--- src/rtl/ctxtlb_pkg.sv ---
package ctxtlb_pkg;
    localparam int unsigned CTX_W      = 16;
    localparam int unsigned ADDR_W     = 64;
    localparam int unsigned PAGE_SHIFT = 12;
    localparam int unsigned VPN_W      = ADDR_W - PAGE_SHIFT;
    localparam int unsigned PFN_W      = 28;
    localparam int unsigned KIND_W     = 3;

    localparam logic [CTX_W-1:0] HOST_CTX = '0;

    typedef enum logic [KIND_W-1:0] {
        INV_PAGE      = 3'd0,
        INV_SPACE     = 3'd1,
        INV_SPACE_KG  = 3'd2,
        INV_EVERY     = 3'd3
    } inv_kind_e;

    typedef struct packed {
        logic             valid;
        logic             glob;
        logic [CTX_W-1:0] ctx;
        logic [VPN_W-1:0] vpn;
        logic [PFN_W-1:0] pfn;
    } tlb_entry_t;

    function automatic logic kind_known(input logic [KIND_W-1:0] k);
        return k <= KIND_W'(INV_EVERY);
    endfunction

    function automatic logic [VPN_W-1:0] addr_to_vpn(input logic [ADDR_W-1:0] a);
        return a[ADDR_W-1:PAGE_SHIFT];
    endfunction
endpackage

--- src/rtl/ctxtlb_match.sv ---
module ctxtlb_match
    import ctxtlb_pkg::*;
#(
    parameter int unsigned N = 8
) (
    input  tlb_entry_t [N-1:0] ents,
    input  logic [CTX_W-1:0]   ctx,
    input  logic [VPN_W-1:0]   vpn,
    output logic [N-1:0]       hit_vec
);
    for (genvar i = 0; i < N; i++) begin : g_cmp
        assign hit_vec[i] = ents[i].valid && (ents[i].ctx == ctx) && (ents[i].vpn == vpn);
    end
endmodule

--- src/rtl/ctxtlb_inval.sv ---
module ctxtlb_inval
    import ctxtlb_pkg::*;
#(
    parameter int unsigned N = 8
) (
    input  tlb_entry_t [N-1:0] ents,
    input  logic               cmd_valid,
    input  logic [KIND_W-1:0]  cmd_kind,
    input  logic [CTX_W-1:0]   cmd_ctx,
    input  logic [ADDR_W-1:0]  cmd_addr,
    output logic [N-1:0]       kill_vec,
    output logic               cmd_bad
);
    logic [VPN_W-1:0] cmd_vpn;
    assign cmd_vpn = addr_to_vpn(cmd_addr);
    assign cmd_bad = cmd_valid && !kind_known(cmd_kind);

    for (genvar i = 0; i < N; i++) begin : g_kill
        logic same_ctx;
        assign same_ctx = ents[i].ctx == cmd_ctx;
        always_comb begin
            kill_vec[i] = 1'b0;
            if (cmd_valid && ents[i].valid) begin
                case (cmd_kind)
                    INV_PAGE:     kill_vec[i] = same_ctx && (ents[i].vpn == cmd_vpn);
                    INV_SPACE:    kill_vec[i] = same_ctx;
                    INV_SPACE_KG: kill_vec[i] = same_ctx && !ents[i].glob;
                    INV_EVERY:    kill_vec[i] = 1'b1;
                    default:      kill_vec[i] = 1'b0;
                endcase
            end
        end
    end
endmodule

--- src/rtl/ctxtlb_repl.sv ---
module ctxtlb_repl #(
    parameter int unsigned N = 8,
    localparam int unsigned IDX_W = (N > 1) ? $clog2(N) : 1
) (
    input  logic             clk,
    input  logic             rst,
    input  logic [N-1:0]     valid_vec,
    input  logic             alloc,
    output logic [IDX_W-1:0] victim
);
    logic [IDX_W-1:0] rr_q;
    logic [IDX_W-1:0] free_idx;
    logic             any_free;

    always_comb begin
        any_free = 1'b0;
        free_idx = '0;
        for (int i = N - 1; i >= 0; i--) begin
            if (!valid_vec[i]) begin
                any_free = 1'b1;
                free_idx = IDX_W'(i);
            end
        end
    end

    assign victim = any_free ? free_idx : rr_q;

    always_ff @(posedge clk) begin
        if (rst) begin
            rr_q <= '0;
        end else if (alloc && !any_free) begin
            rr_q <= (rr_q == IDX_W'(N - 1)) ? '0 : rr_q + 1'b1;
        end
    end

    assert_victim_range_R12: assert property (@(posedge clk) disable iff (rst)
        alloc |-> (32'(victim) < N));
    assert_free_first_R12: assert property (@(posedge clk) disable iff (rst)
        (alloc && !(&valid_vec)) |-> !valid_vec[victim]);
endmodule

--- src/rtl/ctxtlb.sv ---
module ctxtlb
    import ctxtlb_pkg::*;
#(
    parameter int unsigned ENTRIES = 8,
    localparam int unsigned IDX_W = (ENTRIES > 1) ? $clog2(ENTRIES) : 1
) (
    input  logic              clk,
    input  logic              rst,
    input  logic              tag_en,
    input  logic [CTX_W-1:0]  cur_ctx,
    input  logic              lk_valid,
    input  logic [VPN_W-1:0]  lk_vpn,
    output logic              lk_hit,
    output logic [PFN_W-1:0]  lk_pfn,
    output logic              lk_global,
    input  logic              fl_valid,
    input  logic [VPN_W-1:0]  fl_vpn,
    input  logic [PFN_W-1:0]  fl_pfn,
    input  logic              fl_global,
    input  logic              inv_valid,
    input  logic [KIND_W-1:0] inv_kind,
    input  logic [CTX_W-1:0]  inv_ctx,
    input  logic [ADDR_W-1:0] inv_addr,
    output logic              inv_err
);
    tlb_entry_t [ENTRIES-1:0] ent_q;
    logic [ENTRIES-1:0]       valid_vec;
    logic [CTX_W-1:0]         eff_ctx;
    logic [CTX_W-1:0]         ctx_q;
    logic                     sw_flush;
    logic [ENTRIES-1:0]       lk_vec, fl_vec, kill_vec;
    logic                     cmd_bad;
    logic                     fill_ok, fill_hit, alloc;
    logic [IDX_W-1:0]         fill_idx, match_idx, victim;

    for (genvar i = 0; i < ENTRIES; i++) begin : g_vld
        assign valid_vec[i] = ent_q[i].valid;
    end

    assign eff_ctx  = tag_en ? cur_ctx : HOST_CTX;
    assign sw_flush = !tag_en && (cur_ctx != ctx_q);

    ctxtlb_match #(.N(ENTRIES)) u_lk_match (
        .ents(ent_q), .ctx(eff_ctx), .vpn(lk_vpn), .hit_vec(lk_vec)
    );

    ctxtlb_match #(.N(ENTRIES)) u_fl_match (
        .ents(ent_q), .ctx(eff_ctx), .vpn(fl_vpn), .hit_vec(fl_vec)
    );

    ctxtlb_inval #(.N(ENTRIES)) u_inval (
        .ents(ent_q), .cmd_valid(inv_valid), .cmd_kind(inv_kind),
        .cmd_ctx(inv_ctx), .cmd_addr(inv_addr),
        .kill_vec(kill_vec), .cmd_bad(cmd_bad)
    );

    assign fill_ok  = fl_valid && !inv_valid && !sw_flush;
    assign fill_hit = |fl_vec;
    assign alloc    = fill_ok && !fill_hit;

    ctxtlb_repl #(.N(ENTRIES)) u_repl (
        .clk(clk), .rst(rst), .valid_vec(valid_vec), .alloc(alloc), .victim(victim)
    );

    always_comb begin
        match_idx = '0;
        for (int i = 0; i < ENTRIES; i++) begin
            if (fl_vec[i]) match_idx = IDX_W'(i);
        end
    end
    assign fill_idx = fill_hit ? match_idx : victim;

    always_comb begin
        lk_hit    = 1'b0;
        lk_pfn    = '0;
        lk_global = 1'b0;
        for (int i = 0; i < ENTRIES; i++) begin
            if (lk_valid && lk_vec[i]) begin
                lk_hit    = 1'b1;
                lk_pfn    = lk_pfn | ent_q[i].pfn;
                lk_global = lk_global | ent_q[i].glob;
            end
        end
    end

    always_ff @(posedge clk) begin
        if (rst) begin
            ctx_q   <= HOST_CTX;
            inv_err <= 1'b0;
            for (int i = 0; i < ENTRIES; i++) begin
                ent_q[i] <= '0;
            end
        end else begin
            ctx_q   <= cur_ctx;
            inv_err <= cmd_bad;
            for (int i = 0; i < ENTRIES; i++) begin
                if (sw_flush || kill_vec[i]) begin
                    ent_q[i].valid <= 1'b0;
                end else if (fill_ok && (fill_idx == IDX_W'(i))) begin
                    ent_q[i].valid <= 1'b1;
                    ent_q[i].glob  <= fl_global;
                    ent_q[i].ctx   <= eff_ctx;
                    ent_q[i].vpn   <= fl_vpn;
                    ent_q[i].pfn   <= fl_pfn;
                end
            end
        end
    end

    assert_single_hit_R11: assert property (@(posedge clk) disable iff (rst)
        $onehot0(lk_vec));
    assert_no_implicit_flush_R3: assert property (@(posedge clk) disable iff (rst)
        (tag_en && !inv_valid) |=> ((valid_vec & $past(valid_vec)) == $past(valid_vec)));
    assert_all_cleared_R8: assert property (@(posedge clk) disable iff (rst)
        (inv_valid && inv_kind == KIND_W'(INV_EVERY)) |=> (valid_vec == '0));
    assert_bad_keeps_R9: assert property (@(posedge clk) disable iff (rst)
        (inv_valid && !kind_known(inv_kind) && !sw_flush) |=> (valid_vec == $past(valid_vec)));
    assert_err_source_R9: assert property (@(posedge clk) disable iff (rst)
        inv_err |-> ($past(inv_valid) && $past(inv_kind) > 3'd3));
    assert_cmd_beats_fill_R10: assert property (@(posedge clk) disable iff (rst)
        (inv_valid && fl_valid) |=> ((valid_vec & ~$past(valid_vec)) == '0));
    assert_flush_on_switch_R4: assert property (@(posedge clk) disable iff (rst)
        (!tag_en && cur_ctx != ctx_q) |=> (valid_vec == '0));
endmodule

--- config.mk ---
export PLATFORM = sky130hd
export DESIGN_NAME = ctxtlb
export DESIGN_NICKNAME = d
export VERILOG_FILES = /design/src/rtl/ctxtlb_pkg.sv /design/src/rtl/ctxtlb_match.sv /design/src/rtl/ctxtlb_inval.sv /design/src/rtl/ctxtlb_repl.sv /design/src/rtl/ctxtlb.sv
export SDC_FILE = /design/constraint.sdc
export NUM_CORES = 2
export LEC_CHECK = 0
export CAP_MARGIN = 40
export CORE_MARGIN = 2
export CORE_UTILIZATION = 25
export DETAILED_ROUTE_END_ITERATION = 16
export DONT_BUFFER_PORTS = 1
export PLACE_DENSITY = 0.5
export SETUP_SLACK_MARGIN = 0.1
export SYNTH_ARGS = -nofsm -noshare
export SYNTH_HDL_FRONTEND = slang
export SYNTH_SLANG_ARGS = --single-unit
--- constraint.sdc ---
create_clock -name clk -period 3.8 [get_ports clk]
set_clock_uncertainty 0.15 [all_clocks]
set_input_delay 0.38 -clock clk [delete_from_list [all_inputs] [get_ports clk]]
set_output_delay 0.38 -clock clk [all_outputs]
set_load 0.05 [all_outputs]
==> impl_table.tex <==
\begin{tabular}{lr}
\hline
Metric & Value \\
\hline
\multicolumn{2}{l}{\textbf{Detailed routing}} \\
Number of DRC violations after detailed-routing iteration 0 & 7997 \\
DR vias & 52925 \\
Number of design rule violations left after detail routing & 0 \\
DRT antenna net count & 0 \\
Total wirelength of the detailed-routed design & 403000 um \\
Iteration count of the initial detailed-routing pass & 6 \\
Routed wire length per instance & 41.3 um \\
Via density per instance & 5.42 \\
\multicolumn{2}{l}{\textbf{Timing}} \\
RSZ-0062 raised after global routing & yes \\
Post-route worst setup slack & -0.892 ns \\
Max frequency & 213 MHz \\
Max Slew Vio Count & 0 \\
Actual slew at the worst max-slew pin & 1.45 ns \\
Setup TNS Final & -578.20 ns \\
Minimum clock period & 4.69 ns \\
Endpoints failing hold & 0 \\
Final Cycle Share & 123\% \\
Setup-failing EPs final & 814 \\
Relative slew margins & 3.34\% \\
\multicolumn{2}{l}{\textbf{Logic synthesis}} \\
Synth cell types & 78 \\
Proportion of register bits with asynchronous set or reset after synthesis & 0\% \\
Number of synthesized flops with an enable pin & 0 \\
Number of instances in the synthesized netlist & 5557 \\
Sequential-to-total area share from yosys stat & 31.4\% \\
Avg Cell Area, Syn & 9.24 sq um \\
Most common flop cell mapped by yosys & dfxtp\_1 \\
Seq cells post-synth & 804 \\
Netlist Area Pre-Place & 51300 sq um \\
Synth Warn \# & 0 \\
Synth Net Count & 5797 \\
\multicolumn{2}{l}{\textbf{Worst setup path}} \\
Critical path endpoint category & flip-flop \\
Type of element launching the critical path & flip-flop \\
Max FO, Critical Path & 6 \\
Crit path kind & reg2reg \\
Arrival time at the worst endpoint & 5.21 ns \\
Worst path required time & 4.31 ns \\
\multicolumn{2}{l}{\textbf{Clock network}} \\
Clock-pin slew on the worst setup and hold paths & 0.07 ns \\
CTS Buf Count & 107 \\
Clock latency on the worst-skew pair & 0.82 ns \\
Maximum clock path buffer count & 3 \\
Root buffer cell & clkbuf\_16 \\
CTS H-tree lvls & 3 \\
CTS tree & done \\
Count of clock tree sinks & 804 \\
\multicolumn{2}{l}{\textbf{Place}} \\
Number of cells after detailed placement & 8796 \\
\# port buffers & 0 \\
Global placement routability congestion & 1.10 \\
Detailed placer's ending HPWL & 291000 um \\
Dpl cell area & 62300 sq um \\
\multicolumn{2}{l}{\textbf{Global routing}} \\
Initial antenna violation count & 36 \\
GRT overflow & 0 \\
Global-route wire length before repair & 511000 um \\
Vias in the first global route & 50392 \\
Overall global routing resource usage & 36.9\% \\
Largest net degree at the start of global routing & 555 \\
\multicolumn{2}{l}{\textbf{Die}} \\
Total die area & 209000 sq um \\
Row Count & 166 \\
Core area & 204000 sq um \\
Horizontal extent of the die & 457 um \\
Number of top-level design ports & 269 \\
Initial Utilization & 25.1\% \\
Chip height & 457 um \\
\multicolumn{2}{l}{\textbf{Cells and area}} \\
Number of filler cells placed in the layout & 20605 \\
Total area of multi-input combinational cells & 34200 sq um \\
Area growth from synthesis to layout & 50.0\% \\
Register area & 16100 sq um \\
Number of nets in the layout & 7214 \\
Post-layout instance area & 77000 sq um \\
Proportion of layout cells with a drive suffix above 1 & 23.6\% \\
Number of standard cells in the layout, taps in and fillers out & 9762 \\
\multicolumn{2}{l}{\textbf{Pwr}} \\
Total power draw & 22.7 mW \\
Areal power density over the cells & 295 nW/um\^{}2 \\
Leakage power figure & 32.4 nW \\
Max IR drop VDD & 358 uV \\
\multicolumn{2}{l}{\textbf{Run status}} \\
Violations in the final reports & negative setup slack \\
Outcome & finished, violations left \\
\multicolumn{2}{l}{\textbf{Flow run}} \\
Number of max-cap violations & 0 \\
\multicolumn{2}{l}{\textbf{Worst hold path}} \\
Path type of the worst min-delay path & in2reg \\
\hline
\end{tabular}
synthesized netlist by cell type (4+ instances only):
library cell | count | area (sq um)
a222oi_1 | 6 | 60.1
a21oi_1 | 26 | 130
nor2_1 | 82 | 308
nor4b_1 | 6 | 52.6
a31oi_1 | 16 | 100
a221oi_1 | 40 | 350
buf_6 | 14 | 158
nand2_1 | 48 | 180
or3_1 | 5 | 31.3
buf_2 | 144 | 721
or4_1 | 4 | 30.0
nand3_1 | 57 | 285
o32ai_1 | 14 | 123
o221ai_1 | 5 | 43.8
buf_4 | 15 | 113
a22o_1 | 33 | 289
clkbuf_1 | 247 | 927
nor4_1 | 211 | 1320
o211ai_1 | 9 | 67.6
xor2_1 | 591 | 5180
a32oi_1 | 5 | 43.8
nand4b_1 | 5 | 43.8
nand4_1 | 261 | 1630
nor3_1 | 19 | 95.1
mux2i_1 | 778 | 7790
xnor2_1 | 796 | 6970
o22ai_1 | 29 | 181
inv_1 | 64 | 240
nor4bb_1 | 25 | 250
a22oi_1 | 79 | 593
buf_1 | 102 | 383
nand2b_1 | 865 | 5410
o21ai_0 | 38 | 190
o2bb2ai_1 | 8 | 70.1
nor2b_1 | 17 | 106
dfxtp_1 | 804 | 16100
or2_2 | 17 | 106
and3_1 | 7 | 43.8
nand3b_1 | 5 | 37.5
final timing paths:
path	endpoint	start	slack (ns)	cells after the start
worst max-delay path	ent_q[735]	ent_q[73]	-0.89	19
worst min-delay path	ent_q[721]	fl_vpn[7]	0.07	2
worst max register to register	ent_q[735]	ent_q[73]	-0.89	19
worst min register to register	ent_q[26]	ent_q[26]	0.33	2
registers in the layout, summed over array words and instances, names as in the netlist:
name / flops
inv_err: 1
u_repl.rr_q: 3
ctx_q: 16
ent_q: 784
area by class of cell:
class	instances	share of cell area (%)
sequential	804	21.0
antenna	17	0.0552
clock inverter	42	0.859
clock buffer	150	3.96
multi-input combinational	4166	44.4
tap	2688	4.37
inverter	65	0.320
timing repair buffer	1830	25.1
per-layer routing:
layer  wire [um]  GRT usage (%)  vias to the layer above
li1            -              -                    21872
met1      166000           48.4                    27055
met5         124              0                        -
met4       33100           24.7                       16
met3       41500           9.73                      762
met2      163000           52.6                     3220
worst max-delay path: stages, from the launching register on:
cell	delay, ns
dfxtp_2	0.33
xnor2_2	0.14
buf_6	0.18
nand4_1	0.40
nor4_4	0.40
buf_4	0.16
nand4_1	0.40
buf_4	0.32
nor4_4	0.20
buf_4	0.18
or3_4	0.12
a21boi_2	0.06
or3_4	0.35
buf_6	0.13
nand3b_1	0.13
buf_6	0.14
buf_12	0.13
buf_16	0.18
buf_16	0.17
mux2i_1	0.21
placed cells by master, fill, tap and decap left out, types with 41 or more instances in the layout:
master / count
buf_12: 151
nor2_1: 82
buf_6: 58
inv_1: 62
buf_4: 911
buf_8: 41
dlygate4sd3_1: 575
a22oi_1: 61
nand4_1: 261
buf_16: 70
mux2i_1: 773
dfxtp_1: 772
nand2b_1: 865
xor2_1: 578
nand2_1: 46
xnor2_1: 777
clkbuf_16: 126
nor4_1: 169
what timing repair did:
item	in CTS	in global routing
buffers inserted	80	32
pin swaps	49	70
cloned	53	20
gates resized for setup	313	149
hold buffers	576	0
hold endpoints to repair	804	0
endpoints found under the setup margin	817	817
logic make-up (layout without fill, tap and decap cells):
kind of cell	count (synthesis)	count (layout)	share of synthesized area (%)
and+or+nand+nor	1646	1646	19.6
xor gates and xnor gates	1387	1387	23.7
DFF	804	804	31.4
muxes	778	778	15.2
buffers and inverters	587	2087	4.96
AOI/OAI and AO/OA	353	353	5.21
adders and majority gates	2	2	0.0487
other	0	17	0
stage by stage:
stage          hold WS [ns]  setup WS [ns]  utilization [%]
3_3_place_gp          0.307          -1.59             30.3
3_5_place_dp          0.310          -1.03             30.5
4_1_cts            0.000508         -0.802             36.9
2_1_floorplan         0.298          0.147                -
5_1_grt              0.0592         -0.836             37.7
6_report             0.0704         -0.892             37.7
report_power, final:
| part | internal (mW) | total, mW | switching, mW |
|---|---|---|---|
| logic | 1.23 | 3.06 | 1.83 |
| registers | 8.48 | 8.52 | 0.0404 |
| clock network | 6.43 | 11.1 | 4.71 |
(Power assumes the default switching activity.)
